### config.mk
export PLATFORM = sky130hd
export DESIGN_NAME = banked_cmp_timer
export DESIGN_NICKNAME = d
export VERILOG_FILES = /design/src/rtl/bct_pkg.sv /design/src/rtl/bct_counter.sv /design/src/rtl/bct_core_bank.sv /design/src/rtl/banked_cmp_timer.sv
export SDC_FILE = /design/constraint.sdc
export NUM_CORES = 2
export LEC_CHECK = 0
export BUFFER_PORTS_ARGS = -buffer_cell sky130_fd_sc_hd__buf_2
export CAP_MARGIN = 30
export CORE_ASPECT_RATIO = 0.6
export CORE_UTILIZATION = 35
export DETAILED_ROUTE_END_ITERATION = 8
export GPL_TIMING_DRIVEN = 0
export PLACE_DENSITY = 0.47
export SLEW_MARGIN = 20
export SYNTH_ARGS = -nofsm -noshare
export SYNTH_HDL_FRONTEND = slang
export SYNTH_SLANG_ARGS = --single-unit
### constraint.sdc
create_clock -name clk -period 3.65 [get_ports clk]
set_clock_uncertainty 0.15 [all_clocks]
set_input_delay 0.365 -clock clk [delete_from_list [all_inputs] [get_ports clk]]
set_output_delay 0.365 -clock clk [all_outputs]
set_load 0.005 [all_outputs]
### src/rtl/bct_pkg.sv
package bct_pkg;
    localparam logic [4:0] A_CNT_LO = 5'h00;
    localparam logic [4:0] A_CNT_HI = 5'h04;
    localparam logic [4:0] A_CTRL   = 5'h08;
    localparam logic [4:0] A_STAT   = 5'h0C;
    localparam logic [4:0] A_CMP_LO = 5'h10;
    localparam logic [4:0] A_CMP_HI = 5'h14;
    localparam logic [4:0] A_STEP   = 5'h18;

    localparam int CB_RUN  = 0;
    localparam int CB_CMP  = 1;
    localparam int CB_IEN  = 2;
    localparam int CB_AUTO = 3;

    typedef enum logic [1:0] {
        ST_OFF     = 2'd0,
        ST_ARMED   = 2'd1,
        ST_LATCHED = 2'd2
    } cmp_state_e;
endpackage

### src/rtl/bct_counter.sv
module bct_counter #(
    parameter int DW = 32
) (
    input  logic            clk,
    input  logic            rst_n,
    input  logic            run,
    input  logic            wr_lo,
    input  logic            wr_hi,
    input  logic [DW-1:0]   wdata,
    output logic [2*DW-1:0] cnt
);
    always_ff @(posedge clk or negedge rst_n) begin
        if (!rst_n) begin
            cnt <= '0;
        end else if (wr_lo || wr_hi) begin
            // a software write takes precedence over the increment
            if (wr_lo) cnt[DW-1:0]    <= wdata;
            if (wr_hi) cnt[2*DW-1:DW] <= wdata;
        end else if (run) begin
            cnt <= cnt + 1'b1;
        end
    end
endmodule

### src/rtl/bct_core_bank.sv
module bct_core_bank
    import bct_pkg::*;
#(
    parameter int DW = 32
) (
    input  logic            clk,
    input  logic            rst_n,
    input  logic [2*DW-1:0] cnt_val,
    input  logic            wr_ctrl,
    input  logic            wr_stat,
    input  logic            wr_cmp_lo,
    input  logic            wr_cmp_hi,
    input  logic            wr_step,
    input  logic [DW-1:0]   wdata,
    output logic [2*DW-1:0] cmp_val,
    output logic [DW-1:0]   step_val,
    output logic            cen,
    output logic            ien,
    output logic            auto_en,
    output logic            flag,
    output logic            irq
);
    cmp_state_e state_q, state_d;
    logic       reached;
    logic       fire;
    logic       cmp_wr;

    assign reached = (cnt_val >= cmp_val);
    assign fire    = (state_q != ST_OFF) && reached;
    assign cmp_wr  = wr_cmp_lo || wr_cmp_hi;

    // state register
    always_ff @(posedge clk or negedge rst_n) begin
        if (!rst_n) state_q <= ST_OFF;
        else        state_q <= state_d;
    end

    // next-state logic
    always_comb begin
        state_d = state_q;
        unique case (state_q)
            ST_OFF: begin
                if (wr_ctrl && wdata[CB_CMP]) state_d = ST_ARMED;      // ARM
            end
            ST_ARMED: begin
                if (wr_ctrl && !wdata[CB_CMP]) state_d = ST_OFF;       // DISARM
                else if (fire && !auto_en)     state_d = ST_LATCHED;   // REACH
            end
            ST_LATCHED: begin
                if (wr_ctrl && !wdata[CB_CMP])  state_d = ST_OFF;      // DISARM
                else if (cmp_wr || !reached)    state_d = ST_ARMED;    // REWRITE
                else if (auto_en)               state_d = ST_ARMED;    // RELOAD
            end
            default: state_d = ST_OFF;
        endcase
    end

    // output / datapath registers
    always_ff @(posedge clk or negedge rst_n) begin
        if (!rst_n) begin
            cmp_val  <= '0;
            step_val <= '0;
            ien      <= 1'b0;
            auto_en  <= 1'b0;
            flag     <= 1'b0;
        end else begin
            if (wr_ctrl) begin
                ien     <= wdata[CB_IEN];
                auto_en <= wdata[CB_AUTO];
            end
            if (wr_step) step_val <= wdata;
            if (cmp_wr) begin
                if (wr_cmp_lo) cmp_val[DW-1:0]    <= wdata;
                if (wr_cmp_hi) cmp_val[2*DW-1:DW] <= wdata;
            end else if (fire && auto_en) begin
                cmp_val <= cmp_val + {{DW{1'b0}}, step_val};
            end
            if (fire)                      flag <= 1'b1;
            else if (wr_stat && wdata[0])  flag <= 1'b0;
        end
    end

    assign cen = (state_q != ST_OFF);
    assign irq = flag && ien;
endmodule

### src/rtl/banked_cmp_timer.sv
module banked_cmp_timer
    import bct_pkg::*;
#(
    parameter int NUM_CORES = 4,
    parameter int DATA_W    = 32,
    parameter int CORE_W    = (NUM_CORES > 1) ? $clog2(NUM_CORES) : 1
) (
    input  logic                 clk,
    input  logic                 rst_n,
    input  logic                 reg_en,
    input  logic                 reg_we,
    input  logic [4:0]           reg_addr,
    input  logic [CORE_W-1:0]    reg_core,
    input  logic [DATA_W-1:0]    reg_wdata,
    output logic [DATA_W-1:0]    reg_rdata,
    output logic [NUM_CORES-1:0] irq
);
    localparam int CNT_W = 2 * DATA_W;

    logic                 core_ok;
    logic                 wr_go;
    logic                 run_q;
    logic [CNT_W-1:0]     cnt_val;
    logic [CNT_W-1:0]     cmp_arr  [NUM_CORES];
    logic [DATA_W-1:0]    step_arr [NUM_CORES];
    logic [NUM_CORES-1:0] cen_vec, ien_vec, auto_vec, flag_vec;

    assign core_ok = (int'(reg_core) < NUM_CORES);
    assign wr_go   = reg_en && reg_we && core_ok;

    // shared run bit
    always_ff @(posedge clk or negedge rst_n) begin
        if (!rst_n)                          run_q <= 1'b0;
        else if (wr_go && reg_addr == A_CTRL) run_q <= reg_wdata[CB_RUN];
    end

    bct_counter #(.DW(DATA_W)) i_cnt (
        .clk   (clk),
        .rst_n (rst_n),
        .run   (run_q),
        .wr_lo (wr_go && reg_addr == A_CNT_LO),
        .wr_hi (wr_go && reg_addr == A_CNT_HI),
        .wdata (reg_wdata),
        .cnt   (cnt_val)
    );

    for (genvar g = 0; g < NUM_CORES; g++) begin : g_bank
        logic hit;
        assign hit = wr_go && (int'(reg_core) == g);
        bct_core_bank #(.DW(DATA_W)) i_bank (
            .clk       (clk),
            .rst_n     (rst_n),
            .cnt_val   (cnt_val),
            .wr_ctrl   (hit && reg_addr == A_CTRL),
            .wr_stat   (hit && reg_addr == A_STAT),
            .wr_cmp_lo (hit && reg_addr == A_CMP_LO),
            .wr_cmp_hi (hit && reg_addr == A_CMP_HI),
            .wr_step   (hit && reg_addr == A_STEP),
            .wdata     (reg_wdata),
            .cmp_val   (cmp_arr[g]),
            .step_val  (step_arr[g]),
            .cen       (cen_vec[g]),
            .ien       (ien_vec[g]),
            .auto_en   (auto_vec[g]),
            .flag      (flag_vec[g]),
            .irq       (irq[g])
        );
    end

    // live read path, no holding latch on the counter halves
    always_comb begin
        reg_rdata = '0;
        case (reg_addr)
            A_CNT_LO: reg_rdata = cnt_val[DATA_W-1:0];
            A_CNT_HI: reg_rdata = cnt_val[CNT_W-1:DATA_W];
            A_CTRL: begin
                reg_rdata[CB_RUN] = run_q;
                if (core_ok) begin
                    reg_rdata[CB_CMP]  = cen_vec[reg_core];
                    reg_rdata[CB_IEN]  = ien_vec[reg_core];
                    reg_rdata[CB_AUTO] = auto_vec[reg_core];
                end
            end
            A_STAT:   if (core_ok) reg_rdata[0] = flag_vec[reg_core];
            A_CMP_LO: if (core_ok) reg_rdata = cmp_arr[reg_core][DATA_W-1:0];
            A_CMP_HI: if (core_ok) reg_rdata = cmp_arr[reg_core][CNT_W-1:DATA_W];
            A_STEP:   if (core_ok) reg_rdata = step_arr[reg_core];
            default:  reg_rdata = '0;
        endcase
    end
endmodule

* Word-level counts from Yosys, hierarchy flattened
Index checks and enable logic that the tools add are counted.
** Storage, ports and cells
- Flip-flop bits (word level) :: 469
- Output and inout bits :: 36
** Operators by class
- Equal/unequal tests :: 39
- $add $sub $neg :: 5
- Reductions and logical operators :: 107
- Bitwise operators :: 1
- Order comparisons :: 6
- Multiplexer cells :: 73
** Operators with widths (count)
- $mux W64 :: 12
- $mux W32 :: 12
- $add A64 B32 Y64 :: 4
- $ge A64 B64 Y1 :: 4
- $pmux W28 S5 :: 1
- $bmux W64 S2 :: 1
- $add A64 B1 Y64 const B :: 1
- $bmux W32 S2 :: 1
- $logic_and A1 B1 Y1 :: 56
- $mux W2 :: 24
- $ne A2 B1 Y1 const B :: 14
- $reduce_bool A2 Y1 :: 13
- $pmux W2 S3 :: 4
- $reduce_and A2 Y1 :: 10
- $pmux W3 S6 :: 1
- $ne A4 B1 Y1 const B :: 4
- $eq A5 B5 Y1 const B :: 3
- $eq A2 B2 Y1 const B :: 6
- $mux W1 :: 12
- $ne A3 B1 Y1 const B :: 4
- $reduce_and A3 Y1 :: 4
- $eq A2 B1 Y1 const B :: 5
- $eq A5 B4 Y1 const B :: 2
- $logic_not A2 Y1 :: 5
- 9 further kinds :: 28

* Longest topological paths before layout
- Word-level depth :: 8
- Gate-level depth with buffers :: 14

* Modules after synthesis
Synthesis repeated with hierarchy kept, for this count alone.
** Unflattened totals
- Cells, all modules :: 4724
- Area, all modules :: 41375.9 sq um
** Modules (own cells, without submodules)
- bct_core_bank (g_bank[1].i_bank ...) :: times used 3, cells an instance 979, area each 8400.6 sq um
- bct_core_bank (g_bank[0].i_bank) :: times used 1, cells an instance 1004, area each 8692.1 sq um
- bct_counter :: times used 1, cells an instance 491, area each 4043.9 sq um
- banked_cmp_timer :: times used 1, cells an instance 292, area each 3438.3 sq um

* Worst setup path after synthesis
OpenSTA, ideal clock, no wires.
- Kind :: register to register
- Start :: reg g_bank[2].i_bank.cmp_val[0]
- End :: reg g_bank[2].i_bank.cmp_val[56]
- Data arrival time :: 3023 ps
- Path buffers :: 1
- Cell stages (with the launch flop) :: 14
- Period minus slack after synthesis :: 3303 ps
- Data required time :: 3371 ps
- Slack :: 347 ps
- Cell sequence :: dfrtp_1 ha_1 inv_1 fa_1 nor2b_1 o2111ai_1 a211oi_1 o31a_1 o21ai_1 a211oi_1 nor2_1 clkbuf_1 nor4_1 nor3_1
** On the way
- Longest elaborated chain between the ends :: 5
** RTL lines
- start, declared :: RTL line bct_core_bank.sv:15 : output logic [2*DW-1:0] cmp_val,
- start signal, assigned by index :: RTL line bct_core_bank.sv:73 : if (wr_cmp_lo) cmp_val[DW-1:0] <= wdata;
- start signal, assigned by index :: RTL line bct_core_bank.sv:74 : if (wr_cmp_hi) cmp_val[2*DW-1:DW] <= wdata;
- start signal, assigned :: RTL line bct_core_bank.sv:76 : cmp_val <= cmp_val + {{DW{1'b0}}, step_val};
- $ge A64 B64 Y1 :: RTL line bct_core_bank.sv:28 : assign reached = (cnt_val >= cmp_val);
- $logic_and A1 B1 Y1 :: RTL line bct_core_bank.sv:29 : assign fire = (state_q != ST_OFF) && reached;
- $logic_and A1 B1 Y1 :: RTL line bct_core_bank.sv:75 : end else if (fire && auto_en) begin
- $reduce_bool A2 Y1 (no source line)
- $reduce_and A2 Y1 (no source line)
Parallel ways exist; a longest one is shown, timed or not. The select of a mux whose other input is x is not followed.
A chain may end at the register's enable or synchronous reset.

* Worst setup path after layout
- Start :: reg i_cnt.cnt[25]
- End :: reg g_bank[3].i_bank.cmp_val[49]
** On the way
- Longest elaborated chain between the ends :: 5
** RTL lines
- start, declared :: RTL line bct_counter.sv:10 : output logic [2*DW-1:0] cnt
- start signal, assigned by index :: RTL line bct_counter.sv:17 : if (wr_lo) cnt[DW-1:0] <= wdata;
- start signal, assigned by index :: RTL line bct_counter.sv:18 : if (wr_hi) cnt[2*DW-1:DW] <= wdata;
- start signal, assigned :: RTL line bct_counter.sv:20 : cnt <= cnt + 1'b1;
- $ge A64 B64 Y1 :: RTL line bct_core_bank.sv:28
- $logic_and A1 B1 Y1 :: RTL line bct_core_bank.sv:29
- $logic_and A1 B1 Y1 :: RTL line bct_core_bank.sv:75
- $reduce_bool A2 Y1 (no source line)
- $reduce_and A2 Y1 (no source line)
- end signal, assigned by index :: RTL line bct_core_bank.sv:73
- end signal, assigned by index :: RTL line bct_core_bank.sv:74
- end signal, assigned :: RTL line bct_core_bank.sv:76
- end, declared :: RTL line bct_core_bank.sv:15
No other way between the ends.

==> report_table.html <==
<table>
<tr><th>Metric</th><th>Value</th></tr>
<tr><th colspan="2">Run status</th></tr>
<tr><td>Status</td><td>complete, but fails checks</td></tr>
<tr><td>Violated checks</td><td>negative setup slack</td></tr>
<tr><th colspan="2">Synth</th></tr>
<tr><td>Most used standard cells in the synthesized netlist</td><td>527 x a21oi_1, 469 x dfrtp_1, 424 x nand2_1</td></tr>
<tr><td>Post-synth design cell area</td><td>0.04071 mm^2</td></tr>
<tr><td>Library cell with the largest summed area after synthesis</td><td>dfrtp_1</td></tr>
<tr><td>Proportion of synthesized chip area in sequential cells</td><td>28.83%</td></tr>
<tr><td>Most used standard cell by instance count after synthesis</td><td>a21oi_1</td></tr>
<tr><td>Yosys warns</td><td>0</td></tr>
<tr><td>Syn_area_per_cell</td><td>8.459 um^2</td></tr>
<tr><td>Most used flip-flop cell after synthesis</td><td>dfrtp_1</td></tr>
<tr><td>Number of enable-type register cells in the synthesized netlist</td><td>0</td></tr>
<tr><td>Top-area cell type share of the netlist area</td><td>28.83%</td></tr>
<tr><td>Mapped Cells</td><td>4813</td></tr>
<tr><td>Number of synthesized register bits</td><td>469</td></tr>
<tr><td>Synthesized netlist net count</td><td>5245</td></tr>
<tr><td>Post-synth cell types</td><td>107</td></tr>
<tr><td>Largest cells by area after synthesis</td><td>dfrtp_1 29%, ha_1 12%, a21oi_1 6.5%, mux4_2 5.5%, mux2_2 4.3%</td></tr>
<tr><td>Async SR Flop Fraction</td><td>100.0%</td></tr>
<tr><th colspan="2">Layout</th></tr>
<tr><td>Area used by multi-input combinational logic</td><td>0.02964 mm^2</td></tr>
<tr><td>Area of all placed cells without fillers</td><td>0.05306 mm^2</td></tr>
<tr><td>Register area</td><td>0.01202 mm^2</td></tr>
<tr><td>Utilization after layout</td><td>46.20%</td></tr>
<tr><td>Fraction of final layout cells with drive strength greater than 1</td><td>29.25%</td></tr>
<tr><td># fillers</td><td>11310</td></tr>
<tr><td>Number of nets in the final layout</td><td>5784</td></tr>
<tr><td>Area growth from synthesis to layout</td><td>30.32%</td></tr>
<tr><th colspan="2">Min path</th></tr>
<tr><td>Worst hold start</td><td>reg_wdata[28]</td></tr>
<tr><td>Class of the most critical hold timing path</td><td>primary input to register</td></tr>
<tr><td>Min-Delay Path Depth</td><td>3</td></tr>
<tr><td>Endpoint with the worst hold slack</td><td>g_bank[2].i_bank.cmp_val[28]</td></tr>
<tr><th colspan="2">Clocking</th></tr>
<tr><td>Num CTS Buffers</td><td>58</td></tr>
<tr><td>CTS tree</td><td>built</td></tr>
<tr><td>Buffer depth of the longest clock path</td><td>3</td></tr>
<tr><td>Clock insertion delay at the later pin of the skew report</td><td>720 ps</td></tr>
<tr><td>Buffer type at the clock tree root</td><td>clkbuf_16</td></tr>
<tr><td>H-tree depth</td><td>2</td></tr>
<tr><td>Clock-pin slew on the worst setup and hold paths</td><td>70 ps</td></tr>
<tr><td>Sinks on the clock net</td><td>469</td></tr>
<tr><th colspan="2">Worst setup path</th></tr>
<tr><td>Worst r2r path cells</td><td>12</td></tr>
<tr><td>Critical Path AT</td><td>4260 ps</td></tr>
<tr><td>Number of buffer and inverter instances along the worst setup path</td><td>2</td></tr>
<tr><td>CP max-delay cell</td><td>dfrtp_4</td></tr>
<tr><td>Top cell family by delay on the critical path</td><td>compound AO/OA/AOI/OAI gates</td></tr>
<tr><td>CP cell instances</td><td>ha_4, a21o_1, a221o_1, a221oi_4, o22a_1, o21ai_4, o31ai_4, buf_6, or2_4, buf_8, a211oi_2, mux2_4</td></tr>
<tr><td>Required time at the endpoint of the critical path</td><td>4080 ps</td></tr>
<tr><td>Startpoint of the worst-slack reg-to-reg timing path</td><td>i_cnt.cnt[25]</td></tr>
<tr><td>Critical path peak fanout</td><td>6</td></tr>
<tr><td>Worst Setup Path Type</td><td>register to register</td></tr>
<tr><td>Crit path largest cell delay</td><td>570 ps</td></tr>
<tr><td>Kind of start point of the critical path</td><td>register</td></tr>
<tr><td>Type of element capturing the critical path</td><td>register</td></tr>
<tr><td>Capture instance of the worst register-to-register path</td><td>g_bank[3].i_bank.cmp_val[49]</td></tr>
<tr><td>Worst reg2reg setup slack</td><td>-180 ps</td></tr>
<tr><th colspan="2">Run</th></tr>
<tr><td>Number of max-cap violations</td><td>0</td></tr>
<tr><th colspan="2">Timing</th></tr>
<tr><td>Worst hold margin</td><td>26.91 ps</td></tr>
<tr><td>Headroom to the max-slew limit</td><td>21.33%</td></tr>
<tr><td>Post-route setup TNS</td><td>-8178 ps</td></tr>
<tr><td>Setup violations, final</td><td>149</td></tr>
<tr><td>Fmax</td><td>261.0 MHz</td></tr>
<tr><td>Setup repair after global routing missed its margin</td><td>true</td></tr>
<tr><td>Final Max Tran Viols</td><td>0</td></tr>
<tr><td>Minimum setup slack in the final design</td><td>-181.9 ps</td></tr>
<tr><td>Post-layout min period</td><td>3832 ps</td></tr>
<tr><td>Final period util</td><td>105.0%</td></tr>
<tr><td>Hold Violations, Final</td><td>0</td></tr>
<tr><td>Slew at the pin with the worst max-slew slack</td><td>1180 ps</td></tr>
<tr><th colspan="2">Detailed routing</th></tr>
<tr><td>First DRT Iteration DRCs</td><td>7708</td></tr>
<tr><td>Avg WL per Cell</td><td>43.20 um</td></tr>
<tr><td>Vias after detailed routing</td><td>47780</td></tr>
<tr><td>Via-to-Cell Ratio</td><td>6.882</td></tr>
<tr><td>Post-route ant nets</td><td>0</td></tr>
<tr><td>Number of iterations in the first detailed-routing pass</td><td>8</td></tr>
<tr><td>Number of remaining DRC errors</td><td>0</td></tr>
<tr><td>Final WL</td><td>299.9 mm</td></tr>
<tr><th colspan="2">Floorplanning</th></tr>
<tr><td>Die width</td><td>442.3 um</td></tr>
<tr><td>CORE AREA</td><td>0.1148 mm^2</td></tr>
<tr><td>DIE AREA</td><td>0.1177 mm^2</td></tr>
<tr><td>Site Rows</td><td>96</td></tr>
<tr><td>Initial cell density of the core</td><td>35.45%</td></tr>
<tr><td>Height of the die</td><td>266.2 um</td></tr>
<tr><td>Number of top-level pins</td><td>79</td></tr>
<tr><th colspan="2">Placement</th></tr>
<tr><td>Final weighted congestion in routability-driven placement</td><td>1.106</td></tr>
<tr><td>Setup WS pre-CTS</td><td>-2417 ps</td></tr>
<tr><td>HPWL after DPL</td><td>238.5 mm</td></tr>
<tr><td>Number of I/O port buffers</td><td>74</td></tr>
<tr><td>Total placed instance area</td><td>0.04403 mm^2</td></tr>
<tr><th colspan="2">Power and ir drop</th></tr>
<tr><td>Maximum vdd drop</td><td>0.4143 mV</td></tr>
<tr><td>Total leakage power</td><td>22.54 nW</td></tr>
<tr><td>Pwr dens</td><td>344.0 mW/mm^2</td></tr>
<tr><th colspan="2">Global route</th></tr>
<tr><td>Via count of the first global-routing pass</td><td>40910</td></tr>
<tr><td>Wire length of the first global-routing pass</td><td>384.7 mm</td></tr>
<tr><td>Sum of overflow across all layers after global routing</td><td>0</td></tr>
<tr><td>Aggregate global-route resource usage</td><td>48.69%</td></tr>
<tr><td>Maximum number of pins on one net before global-route repair</td><td>93</td></tr>
<tr><td>Number of antenna violations at the first check in global routing</td><td>36</td></tr>
</table>
flip-flops by register name, summed over array words and instances (netlist names):
| register | count |
|---|---|
| g_bank.i_bank.auto_en | 4 |
| g_bank.i_bank.cmp_val | 256 |
| g_bank.i_bank.flag | 4 |
| g_bank.i_bank.ien | 4 |
| g_bank.i_bank.state_q | 8 |
| g_bank.i_bank.step_val | 128 |
| i_cnt.cnt | 64 |
| run_q | 1 |
logic make-up after synthesis:
family	Yosys count	share of synthesized area, %
compound gates	1519	23.65
simple gates	1458	16.82
buf+inv	577	5.572
flops	469	28.83
fa+ha+maj	389	12.03
mux	302	10.97
xor+xnor	99	2.130
layout by cell type (no fill, tap or decap), drive strengths merged, types with 29 or more instances in the layout:
master	n
mux2i	38
a22oi	46
nand3	157
xor2	41
o22ai	63
nor4	41
dfrtp	469
inv	322
nor3	116
and2	33
mux4	99
o21a	43
a21oi	527
nand2	426
clkbuf	272
o21ai	277
a21o	84
ha	385
mux2	165
and3	34
buf	537
nand4	102
o211ai	38
a211oi	77
or3	29
nor2	417
xnor2	58
a31oi	76
worst max path at each step:
stage,startpoint,slack (ps),end,depth (start not counted)
4_1_cts,i_cnt.cnt[27],-70,g_bank[3].i_bank.cmp_val[49],12
2_1_floorplan,g_bank[2].i_bank.cmp_val[0],350,g_bank[2].i_bank.cmp_val[56],13
6_report,i_cnt.cnt[25],-180,g_bank[3].i_bank.cmp_val[49],12
5_1_grt,i_cnt.cnt[26],-150,g_bank[3].i_bank.cmp_val[49],12
3_3_place_gp,rst_n,-8920,g_bank[3].i_bank.cmp_val[7],1
3_5_place_dp,i_cnt.cnt[25],-2420,g_bank[3].i_bank.cmp_val[24],11
area by class of cell:
type | count | area share (%)
Antenna cell | 22 | 0.1038
Buffer | 242 | 2.889
Clock buffer | 75 | 3.085
Clock inverter | 35 | 0.8372
Inverter | 317 | 2.278
Multi-Input combinational cell | 3767 | 55.87
Sequential cell | 469 | 22.65
Tap cell | 1519 | 3.582
Timing Repair Buffer | 497 | 8.711
worst reg2reg max path: stages (launching register included):
cell	delay [ps]
dfrtp_4	570
ha_4	250
a21o_1	160
a221o_1	350
a221oi_4	500
o22a_1	260
o21ai_4	130
o31ai_4	360
buf_6	200
or2_4	250
buf_8	170
a211oi_2	70
mux2_4	280
per-layer routing:
metal / track usage, % / wire length [um] / vias up
met1: 70.43 / 129900 / 24080
li1: - / - / 19090
met2: 57.21 / 102300 / 3981
met5: 1.913 / 804 / -
met3: 27.95 / 54180 / 601
met4: 16.77 / 12710 / 30
report_power, final:
part | total, W | switching, W | internal, W | leakage [nW]
clock network | 0.00677 | 0.00301 | 0.00376 | 1.01
registers | 0.00621 | 0.000715 | 0.00550 | 5.77
logic | 0.00527 | 0.00328 | 0.00199 | 15.8
total | 0.0183 | 0.00700 | 0.0112 | 22.5
stage by stage:
step,instances,total power (W)
after floorplan,4813,0.008216
after global placement,6406,0.01018
after detailed placement,6473,0.01027
after CTS,6773,0.01752
after global routing,6924,0.01861
final,6943,0.01825
repair_timing:
action | in CTS | in global routing
hold endpoints to repair | 78 | 0
gates resized for setup | 589 | 392
setup buffers | 191 | 137
setup endpoints to repair | 318 | 249
pin swaps | 88 | 149
cloned | 3 | 9
hold buffers | 4 | 0
No activity file was read; power rests on OpenSTA's default activity.
